$ cat src/rtl/mi_pkg.sv
package mi_pkg;

    typedef enum logic [2:0] {
        ST_I   = 3'd0,
        ST_II  = 3'd1,
        ST_M   = 3'd2,
        ST_MI  = 3'd3,
        ST_MII = 3'd4,
        ST_IS  = 3'd5,
        ST_IM  = 3'd6
    } line_st_t;

    typedef enum logic [3:0] {
        EV_NONE,
        EV_LOAD,
        EV_IFETCH,
        EV_STORE,
        EV_DATA,
        EV_FWD_GETX,
        EV_INV,
        EV_REPL,
        EV_WB_ACK,
        EV_WB_NACK
    } event_t;

    typedef enum logic [1:0] {
        MSG_NONE = 2'd0,
        MSG_GETX = 2'd1,
        MSG_PUT  = 2'd2,
        MSG_DATA = 2'd3
    } msg_t;

    typedef enum logic [1:0] {
        PERM_INVALID = 2'd0,
        PERM_BUSY    = 2'd1,
        PERM_RW      = 2'd2
    } perm_t;

    function automatic perm_t perm_of(line_st_t s);
        unique case (s)
            ST_I:    return PERM_INVALID;
            ST_M:    return PERM_RW;
            default: return PERM_BUSY;
        endcase
    endfunction

endpackage

$ cat src/rtl/mi_line_table.sv
module mi_line_table #(
    parameter int NUM_LINES = 4,
    parameter int IDX_W     = 2,
    parameter int TAG_W     = 4
) (
    input  logic                          clk,
    input  logic                          rst_n,
    input  logic                          wr_en,
    input  logic [IDX_W-1:0]              wr_slot,
    input  logic [2:0]                    wr_state,
    input  logic                          wr_tag_en,
    input  logic [TAG_W-1:0]              wr_tag,
    output logic [NUM_LINES-1:0][2:0]     st_q,
    output logic [NUM_LINES-1:0][TAG_W-1:0] tag_q
);
    for (genvar g = 0; g < NUM_LINES; g++) begin : g_line
        logic hit_slot;
        assign hit_slot = (wr_slot == IDX_W'(g));

        always_ff @(posedge clk) begin
            if (!rst_n) begin
                st_q[g]  <= 3'(mi_pkg::ST_I);
                tag_q[g] <= '0;
            end else if (wr_en && hit_slot) begin
                st_q[g] <= wr_state;
                if (wr_tag_en) begin
                    tag_q[g] <= wr_tag;
                end
            end
        end
    end
endmodule

$ cat src/rtl/mi_event_sel.sv
module mi_event_sel
    import mi_pkg::*;
#(
    parameter int NUM_LINES = 4,
    parameter int ADDR_W    = 6,
    parameter int IDX_W     = 2,
    parameter int NODE_W    = 3,
    localparam int TAG_W    = ADDR_W - IDX_W
) (
    input  logic                            cpu_valid,
    input  logic [1:0]                      cpu_op,
    input  logic [ADDR_W-1:0]               cpu_addr,
    input  logic                            net_valid,
    input  logic [2:0]                      net_type,
    input  logic [ADDR_W-1:0]               net_addr,
    input  logic [NODE_W-1:0]               net_src,
    input  logic [NUM_LINES-1:0][2:0]       st_q,
    input  logic [NUM_LINES-1:0][TAG_W-1:0] tag_q,
    output event_t                          ev,
    output line_st_t                        ev_state,
    output logic [IDX_W-1:0]                ev_slot,
    output logic [ADDR_W-1:0]               ev_addr,
    output logic [NODE_W-1:0]               ev_src,
    output logic                            ev_from_cpu
);
    line_st_t          cur;
    logic [TAG_W-1:0]  cur_tag;
    event_t            cpu_ev;

    always_comb begin
        unique case (cpu_op)
            2'd1:    cpu_ev = EV_IFETCH;
            2'd2:    cpu_ev = EV_STORE;
            default: cpu_ev = EV_LOAD;
        endcase
    end

    always_comb begin
        ev          = EV_NONE;
        ev_state    = ST_I;
        ev_slot     = '0;
        ev_addr     = '0;
        ev_src      = '0;
        ev_from_cpu = 1'b0;
        cur         = ST_I;
        cur_tag     = '0;
        if (net_valid) begin
            ev_slot = net_addr[IDX_W-1:0];
            ev_addr = net_addr;
            ev_src  = net_src;
            cur     = line_st_t'(st_q[ev_slot]);
            cur_tag = tag_q[ev_slot];
            ev_state = (cur_tag == net_addr[ADDR_W-1:IDX_W]) ? cur : ST_I;
            unique case (net_type)
                3'd0:    ev = EV_DATA;
                3'd1:    ev = EV_FWD_GETX;
                3'd2:    ev = EV_INV;
                3'd3:    ev = EV_WB_ACK;
                3'd4:    ev = EV_WB_NACK;
                default: ev = EV_NONE;
            endcase
        end else if (cpu_valid) begin
            ev_from_cpu = 1'b1;
            ev_slot = cpu_addr[IDX_W-1:0];
            ev_addr = cpu_addr;
            cur     = line_st_t'(st_q[ev_slot]);
            cur_tag = tag_q[ev_slot];
            ev      = cpu_ev;
            ev_state = cur;
            if (cur == ST_M && cur_tag != cpu_addr[ADDR_W-1:IDX_W]) begin
                ev      = EV_REPL;
                ev_addr = {cur_tag, ev_slot};
            end
        end
    end
endmodule

$ cat src/rtl/mi_transition.sv
module mi_transition
    import mi_pkg::*;
(
    input  event_t   ev,
    input  line_st_t cur,
    output line_st_t nxt,
    output msg_t     send,
    output logic     hit,
    output logic     err
);
    logic is_cpu;
    logic is_fwd;
    assign is_cpu = (ev == EV_LOAD) || (ev == EV_IFETCH) || (ev == EV_STORE) || (ev == EV_REPL);
    assign is_fwd = (ev == EV_FWD_GETX) || (ev == EV_INV);

    always_comb begin
        nxt  = cur;
        send = MSG_NONE;
        hit  = 1'b0;
        err  = 1'b0;
        if (ev != EV_NONE) begin
            unique case (cur)
                ST_I: begin
                    if (ev == EV_LOAD || ev == EV_IFETCH) begin
                        nxt  = ST_IS;
                        send = MSG_GETX;
                    end else if (ev == EV_STORE) begin
                        nxt  = ST_IM;
                        send = MSG_GETX;
                    end else begin
                        err = 1'b1;
                    end
                end
                ST_IS, ST_IM: begin
                    if (ev == EV_DATA) begin
                        nxt = ST_M;
                    end else if (!is_cpu) begin
                        err = 1'b1;
                    end
                end
                ST_M: begin
                    if (ev == EV_REPL) begin
                        nxt  = ST_MI;
                        send = MSG_PUT;
                    end else if (is_cpu) begin
                        hit = 1'b1;
                    end else if (is_fwd) begin
                        nxt  = ST_I;
                        send = MSG_DATA;
                    end else begin
                        err = 1'b1;
                    end
                end
                ST_MI: begin
                    if (ev == EV_WB_ACK) begin
                        nxt = ST_I;
                    end else if (ev == EV_WB_NACK) begin
                        nxt = ST_MII;
                    end else if (is_fwd) begin
                        nxt  = ST_II;
                        send = MSG_DATA;
                    end else if (!is_cpu) begin
                        err = 1'b1;
                    end
                end
                ST_II: begin
                    if (ev == EV_WB_ACK || ev == EV_WB_NACK) begin
                        nxt = ST_I;
                    end else if (!is_cpu) begin
                        err = 1'b1;
                    end
                end
                ST_MII: begin
                    if (is_fwd) begin
                        nxt  = ST_I;
                        send = MSG_DATA;
                    end else if (!is_cpu) begin
                        err = 1'b1;
                    end
                end
                default: err = 1'b1;
            endcase
        end
    end
endmodule

$ cat src/rtl/mi_msg_delay.sv
module mi_msg_delay #(
    parameter int LAT = 2,
    parameter int PW  = 8
) (
    input  logic          clk,
    input  logic          rst_n,
    input  logic          in_valid,
    input  logic [PW-1:0] in_data,
    output logic          out_valid,
    output logic [PW-1:0] out_data
);
    logic [LAT-1:0]         v_q;
    logic [LAT-1:0][PW-1:0] d_q;

    always_ff @(posedge clk) begin
        if (!rst_n) begin
            v_q[0] <= 1'b0;
            d_q[0] <= '0;
        end else begin
            v_q[0] <= in_valid;
            d_q[0] <= in_data;
        end
    end

    for (genvar g = 1; g < LAT; g++) begin : g_stage
        always_ff @(posedge clk) begin
            if (!rst_n) begin
                v_q[g] <= 1'b0;
                d_q[g] <= '0;
            end else begin
                v_q[g] <= v_q[g-1];
                d_q[g] <= d_q[g-1];
            end
        end
    end

    assign out_valid = v_q[LAT-1];
    assign out_data  = d_q[LAT-1];
endmodule

$ cat src/rtl/mi_line_ctrl.sv
module mi_line_ctrl
    import mi_pkg::*;
#(
    parameter int ADDR_W    = 6,
    parameter int IDX_W     = 2,
    parameter int NODE_W    = 3,
    parameter int ISSUE_LAT = 2,
    parameter int REQ_ID    = 1,
    parameter int DIR_ID    = 0,
    localparam int NUM_LINES = 1 << IDX_W,
    localparam int TAG_W     = ADDR_W - IDX_W,
    localparam int PW        = 2 + ADDR_W + NODE_W
) (
    input  logic              clk,
    input  logic              rst_n,
    input  logic              cpu_valid,
    input  logic [1:0]        cpu_op,
    input  logic [ADDR_W-1:0] cpu_addr,
    output logic              cpu_ready,
    input  logic              net_valid,
    input  logic [2:0]        net_type,
    input  logic [ADDR_W-1:0] net_addr,
    input  logic [NODE_W-1:0] net_src,
    input  logic [ADDR_W-1:0] perm_addr,
    output logic [1:0]        perm,
    output logic              out_valid,
    output logic [1:0]        out_type,
    output logic [ADDR_W-1:0] out_addr,
    output logic [NODE_W-1:0] out_src,
    output logic [NODE_W-1:0] out_dest,
    output logic              proto_err
);
    logic [NUM_LINES-1:0][2:0]       st_q;
    logic [NUM_LINES-1:0][TAG_W-1:0] tag_q;

    event_t            ev;
    line_st_t          ev_state;
    logic [IDX_W-1:0]  ev_slot;
    logic [ADDR_W-1:0] ev_addr;
    logic [NODE_W-1:0] ev_src;
    logic              ev_from_cpu;

    line_st_t tr_nxt;
    msg_t     tr_send;
    logic     tr_hit;
    logic     tr_err;

    logic              wr_en;
    logic              wr_tag_en;
    logic              msg_v;
    logic [PW-1:0]     msg_d;
    logic [PW-1:0]     out_d;
    logic              err_q;
    line_st_t          pq_st;

    mi_event_sel #(
        .NUM_LINES(NUM_LINES), .ADDR_W(ADDR_W), .IDX_W(IDX_W), .NODE_W(NODE_W)
    ) u_sel (
        .cpu_valid(cpu_valid), .cpu_op(cpu_op), .cpu_addr(cpu_addr),
        .net_valid(net_valid), .net_type(net_type), .net_addr(net_addr),
        .net_src(net_src), .st_q(st_q), .tag_q(tag_q),
        .ev(ev), .ev_state(ev_state), .ev_slot(ev_slot), .ev_addr(ev_addr),
        .ev_src(ev_src), .ev_from_cpu(ev_from_cpu)
    );

    mi_transition u_tr (
        .ev(ev), .cur(ev_state), .nxt(tr_nxt), .send(tr_send),
        .hit(tr_hit), .err(tr_err)
    );

    assign wr_en     = (ev != EV_NONE) && !tr_err;
    assign wr_tag_en = ev_from_cpu && (ev_state == ST_I);

    mi_line_table #(
        .NUM_LINES(NUM_LINES), .IDX_W(IDX_W), .TAG_W(TAG_W)
    ) u_table (
        .clk(clk), .rst_n(rst_n), .wr_en(wr_en), .wr_slot(ev_slot),
        .wr_state(3'(tr_nxt)), .wr_tag_en(wr_tag_en),
        .wr_tag(ev_addr[ADDR_W-1:IDX_W]), .st_q(st_q), .tag_q(tag_q)
    );

    always_comb begin
        msg_v = (tr_send != MSG_NONE);
        msg_d = {2'(tr_send), ev_addr,
                 (tr_send == MSG_DATA) ? ev_src : NODE_W'(DIR_ID)};
    end

    mi_msg_delay #(.LAT(ISSUE_LAT), .PW(PW)) u_delay (
        .clk(clk), .rst_n(rst_n), .in_valid(msg_v), .in_data(msg_d),
        .out_valid(out_valid), .out_data(out_d)
    );

    assign out_type = out_d[PW-1 -: 2];
    assign out_addr = out_d[NODE_W +: ADDR_W];
    assign out_dest = out_d[NODE_W-1:0];
    assign out_src  = NODE_W'(REQ_ID);

    always_ff @(posedge clk) begin
        if (!rst_n) begin
            err_q <= 1'b0;
        end else if (tr_err) begin
            err_q <= 1'b1;
        end
    end
    assign proto_err = err_q;

    assign cpu_ready = ev_from_cpu && tr_hit;

    always_comb begin
        pq_st = line_st_t'(st_q[perm_addr[IDX_W-1:0]]);
        if (tag_q[perm_addr[IDX_W-1:0]] == perm_addr[ADDR_W-1:IDX_W]) begin
            perm = 2'(perm_of(pq_st));
        end else begin
            perm = 2'(PERM_INVALID);
        end
    end
endmodule

$ cat config.mk
export PLATFORM = sky130hd
export DESIGN_NAME = mi_line_ctrl
export DESIGN_NICKNAME = d
export VERILOG_FILES = /design/src/rtl/mi_pkg.sv /design/src/rtl/mi_line_table.sv /design/src/rtl/mi_event_sel.sv /design/src/rtl/mi_transition.sv /design/src/rtl/mi_msg_delay.sv /design/src/rtl/mi_line_ctrl.sv
export SDC_FILE = /design/constraint.sdc
export NUM_CORES = 1
export LEC_CHECK = 0
export BUFFER_PORTS_ARGS = -buffer_cell sky130_fd_sc_hd__clkbuf_2
export CORE_ASPECT_RATIO = 0.8
export CORE_MARGIN = 8
export CORE_UTILIZATION = 55
export DETAILED_ROUTE_END_ITERATION = 16
export GPL_TIMING_DRIVEN = 0
export PLACE_DENSITY_LB_ADDON = 0.3
export SKIP_CTS_REPAIR_TIMING = 1
export SLEW_MARGIN = 10
export SYNTH_ARGS = -nofsm -noshare
export SYNTH_HDL_FRONTEND = slang
export SYNTH_HIERARCHICAL = 1
export SYNTH_SLANG_ARGS = --single-unit
$ cat constraint.sdc
create_clock -name clk -period 11.7 [get_ports clk]
set_clock_uncertainty 0.1 [all_clocks]
set_input_delay 2.34 -clock clk [delete_from_list [all_inputs] [get_ports clk]]
set_output_delay 2.34 -clock clk [all_outputs]
set_load 0.01 [all_outputs]
Word-level counts from Yosys, hierarchy flattened
Cells that the tools add are included.

storage, ports and cells
  flip-flop bits (word level) = 53
  input bits = 30
  output and inout port bits = 19
  logic and storage cells = 140

operators by class
  $lt $le $gt $ge = 3
  equality and inequality tests = 30
  muxes and demuxes = 67
  reductions and logical operators = 26

operators with widths
  kind                number
  $mux 3              18
  $bmux 4 s2          3
  $mux 2              10
  $mux 4              5
  $pmux 4 s5          1
  $mux 1              19
  $bmux 3 s2          3
  $eq 3x2->1 const B  6
  $mux 6              3
  $pmux 3 s6          1
  $eq 4x3->1 const B  4
  $eq 3x3->1 const B  4
  $logic_not 3->1     3
  $lt 2x3->1 const B  3
  $eq 2x2->1 const B  4
  $eq 4x2->1 const B  2
  $eq 4x4->1          2
  $eq 4x4->1 const B  2
  $logic_and 1x1->1   8
  $pmux 2 s2          2
  $pmux 2 s4          1
  $reduce_and 2->1    4
  $eq 3x1->1 const B  2
  $pmux 1 s6          1
  10 further kinds    15

Logic depth before layout (Yosys ltp)
  depth in word-level cells = 21
  gate-level depth with buffers = 18
  depth with buffers taken out = 12

By module
The synthesis kept the hierarchy.

modules (own cells, without submodules)
  module         times used  cells each  area each (um2)  sequential area each (um2)
  mi_line_table  1           107         1,087.3          560.5
  mi_event_sel   1           84          824.5            0.0
  mi_msg_delay   1           61          758.2            480.5
  mi_transition  1           82          511.7            0.0
  mi_line_ctrl   1           37          359.1            20.0

Least setup slack after synthesis
Ideal clock, no wire load.

  kind = input -> output
  start point = input cpu_addr[0]
  end point = output cpu_ready
  arrival = 4.693 ns
  data required time = 9.260 ns
  setup slack = 4.567 ns
  cell stages on the path = 10
  buffers on the path = 2
  cell sequence = buf_6 mux4_2 nor3b_2 nand2_2 o21ai_0 buf_6 nor2_1 or4_4 nor3b_1 and2_1

between the ends
  cells in the longest elaborated chain, start to end = 16
  elaborated cells between the ends (all ways) = 26
  classes of those cells = eq/ne: 7; mux: 13; reduce/logical: 6

ends and longest elaborated chain
  element                                                 RTL line                                RTL
  start, declared                                         mi_line_ctrl.sv:18                      input logic [ADDR_W-1:0] cpu_addr,
  $bmux 4 s2 or $bmux 3 s2 (tied branches)                mi_event_sel.sv:67, mi_event_sel.sv:66
  $mux 4 (implied by the code) or $mux 3 (tied branches)  mi_event_sel.sv:67, mi_event_sel.sv:66
  $ne 4x4->1 or $eq 3x2->1 (tied branches)                mi_event_sel.sv:70                      if (cur == ST_M && cur_tag != cpu_addr[ADDR_W-1:IDX_W]) begin
  $logic_and 1x1->1 *                                     mi_event_sel.sv:70
  $mux 3 *                                                mi_event_sel.sv:70
  $mux 4 *                                                mi_event_sel.sv:62                      end else if (cpu_valid) begin
  $mux 4 *                                                mi_event_sel.sv:47                      if (net_valid) begin
  net ev[1]                                               mi_line_ctrl.sv:36                      event_t ev;
  $eq 4x1->1 or $eq 4x2->1 (tied branches)                mi_transition.sv:13                     assign is_cpu = (ev == EV_LOAD) || (ev == EV_IFETCH) || (ev == EV_STORE) || (ev == EV_REPL);
  $logic_or 1x1->1 (3 in series)                          mi_transition.sv:13
  $mux 1                                                  mi_transition.sv:45                     end else if (is_cpu) begin
  $mux 1                                                  mi_transition.sv:42                     if (ev == EV_REPL) begin
  $mux 1                                                  mi_transition.sv:22                     unique case (cur)
  $mux 1 *                                                mi_transition.sv:21                     if (ev != EV_NONE) begin
  net tr_hit                                              mi_line_ctrl.sv:45                      logic tr_hit;
  $logic_and 1x1->1 *                                     mi_line_ctrl.sv:107                     assign cpu_ready = ev_from_cpu && tr_hit;
  end, declared                                           mi_line_ctrl.sv:19                      output logic cpu_ready,

Mark *: on every way through the listed nets, which the timed path passes. The rest lies on a longest branch. The select of a mux whose other input is x is not followed.

Final worst setup path
  start point = input cpu_addr[1]
  end point = output cpu_ready

The elaborated chain is that of the path after synthesis.

==> impl_metrics.tcl <==
set metrics [dict create \
    clockBufferDepth 2 \
    die_area_sq_mm 0.009277 \
    worstSkewPairLatency_ps 300 \
    grt_max_degree 16 \
    grt_busiest_layer "met2" \
    tightest_slew_ps 618.5 \
    internal_power_mw 0.2845 \
    start_util_pct 56.11 \
    setup.worst_path.end "cpu_ready" \
    dp.cells 494 \
    cp_num_cells 10 \
    tns_ps 0 \
    drcViolationCount 0 \
    synth_top_area_share_pct 29.96 \
    clkTransAtPathRegs_ps 90 \
    root_buffer "clkbuf_8" \
    die_y_um 87.77 \
    min_path_type "reg -> reg" \
    required_ps 9260 \
    irDropWorstVdd_uv 56.35 \
    hold_violations 0 \
    fillers 539 \
    antenna_found_initial 0 \
    path_cells "clkbuf_1, mux4_2, nor3b_2, nand2_2, o21ai_0, nor2_1, or4_4, nor3b_1, and2_1, clkbuf_2" \
    slew_headroom_pct 58.19 \
    vias_per_cell 5.854 \
    pre_cts_slack_ps 4040 \
    area_growth_pct 11.38 \
    grt_pass1_vias 2754 \
    min_period_ps 7712 \
    postLayoutCellArea_sq_mm 0.003944 \
    rsz0062_at_grt "false" \
    n_antenna_cell 0 \
    track_usage_pct 17.93 \
    tritoncts "done" \
    final_cell_count_no_fill 501 \
    critPathBufInv 2 \
    syn_area_sq_mm 0.003541 \
    ys_async_sr_fraction_pct 0 \
    htree_levels 2 \
    reg2regPathDepth 14 \
    drt_iter0_markers 232 \
    netSwitchingFraction_pct 26.47 \
    seqPwrFrac_pct 48.8 \
    rr_endpoint "u_table/tag_q[2]" \
    crit_start "cpu_addr[1]" \
    crit_slowest_cell "o21ai_0" \
    synthDistinctLibCells 61 \
    p_clk_share_pct 30.9 \
    crit_arrival_ps 5270 \
    syn_inst 371 \
    setup_viol 0 \
    place_area_sq_mm 0.003840 \
    final-max-slew-violation-count 0 \
    io_pins 49 \
    gp_congestion 0.9043 \
    worstSetupEndpointType "primary output" \
    die_width_um 105.7 \
    fin_nets 448 \
    fmax_mhz 129.7 \
    setup.worst_path.start_class "input port" \
    numCtsBuffers 5 \
    cpPeakStageDelay_ps 470 \
    num_rows 26 \
    p_comb_share_pct 20.3 \
    yosysSeqAreaShare_pct 29.96 \
    ys.flop_type "dfxtp_1" \
    grt.met3_usage_pct 4.632 \
    grt-ovfl-total 0 \
    clock-sinks 53 \
    syn_avg_cell_area_sq_um 9.544 \
    final_cell_mix "53 x dfxtp_1, 52 x nand2_1, 38 x clkbuf_2" \
    detail-route-antenna-nets 0 \
    ys_seq_elements 53 \
    core_area_sq_mm 0.006311 \
    timing.final.ws_setup_ps 3988 \
    p_leak_nw 1.747 \
    powerDensity_mw_per_mm2 98.12 \
    ff2ff_setup_slack_ps 7650 \
    power.switching_mw 0.1024 \
    drt_first_pass_iters 5 \
    criticalPathCategory "in -> out" \
    yosys_warnings 6 \
    routed_wl_um 8286 \
    critPathMaxFanout 8 \
    num_vias 2933 \
    r2r_start "u_table/tag_q[5]" \
    path_delay_family "simple AND/OR/NAND/NOR gates" \
    synth_enable_flop_cells 0 \
    drive_above_1_share_pct 29.50 \
    wl_per_cell_um 16.54 \
    period_share_pct 65.92 \
    use_met1_pct 24.55 \
    status "complete, no violations" \
    grt_pass1_wl_um 13760 \
    layout_commonest_cell "dfxtp_1" \
    yosysTopAreaCell "dfxtp_1" \
    synth.area.top_cells "dfxtp_1 30%, mux4_1 8.9%, mux2i_1 8.5%" \
    io_buffers 38 \
    dp_hpwl_um 6402 \
    met2_usage_pct 27.49 \
    drv_cap 0 \
]
==> metal layers <==
metal,wire length (um),up-vias
met3,804,12
met5,0,-
met2,3626,152
li1,-,1399
met1,3754,1370
met4,100,0
==> layout make-up <==
class	count	area (sq um)	share of cell area [%]
multi-input combinational	266	2142	54.31
inverter	8	30.03	0.7614
buffer	45	311.5	7.900
sequential	53	1061	26.90
timing repair buffer	38	190.2	4.822
tap	84	105.1	2.665
clock buffer	5	68.82	1.745
clock inverter	2	35.03	0.8883
==> cells in the mapped netlist, types with 4 or more instances <==
cell type / n
nand3b_1: 4
o21ai_0: 8
nand3_1: 4
dfxtp_1: 53
clkbuf_1: 6
and2_1: 12
xnor2_2: 4
buf_2: 12
nand2_1: 52
nor3_1: 6
and2_2: 18
inv_1: 8
mux4_2: 7
buf_4: 20
xor2_1: 4
xnor2_1: 7
a22oi_1: 7
buf_6: 7
a21oi_1: 7
nor4b_1: 4
a31oi_1: 5
mux2i_1: 30
nor2_1: 19
mux4_1: 12
==> per-stage QoR <==
stage | hold slack, ps | util [%] | total power, mW
global route | 363.0 | 62.49 | 0.4051
detailed placement | 321.4 | 60.84 | 0.2708
CTS | 343.0 | 62.49 | 0.3882
finish | 342.5 | 62.49 | 0.3869
floorplan | 311.9 | - | 0.2498
global placement | 321.6 | 60.84 | 0.2693
==> kinds of logic after synthesis <==
group | synth area share (%)
AND/OR/NAND/NOR | 22.58
buffers and inverters | 9.647
multiplexers | 21.84
AO/OA/AOI/OAI | 10.85
XOR/XNOR | 4.558
adder cells (fa/ha/maj) | 0.3533
flip-flops | 29.96
other | 0.2121
==> power by group through the flow <==
stage | Combinational [mW] | Sequential (mW) | Clock, mW
finish | 0.0785 | 0.189 | 0.119
global route | 0.0857 | 0.190 | 0.130
CTS | 0.0779 | 0.189 | 0.121
detailed placement | 0.0776 | 0.193 | 0
global placement | 0.0765 | 0.193 | 0
floorplan | 0.0575 | 0.192 | 0
==> sequential cells by signal (all words and copies together), names as in the netlist <==
signal	flops
proto_err	1
u_delay/d_q	11
u_delay/out_data	11
u_delay/out_valid	1
u_delay/v_q	1
u_table/st_q	12
u_table/tag_q	16
==> how the worst min path moves through the flow <==
stage,cells after the start,slack (ps),from,to
after floorplan,1,310,u_delay/d_q[7],u_delay/out_data[7]
after global routing,1,360,u_delay/d_q[2],u_delay/out_data[2]
after detailed placement,1,320,u_delay/d_q[7],u_delay/out_data[7]
after CTS,1,340,u_delay/d_q[7],u_delay/out_data[7]
after global placement,1,320,u_delay/d_q[7],u_delay/out_data[7]
final,1,340,u_delay/d_q[7],u_delay/out_data[7]
No activity file was read; power rests on OpenSTA's default activity.
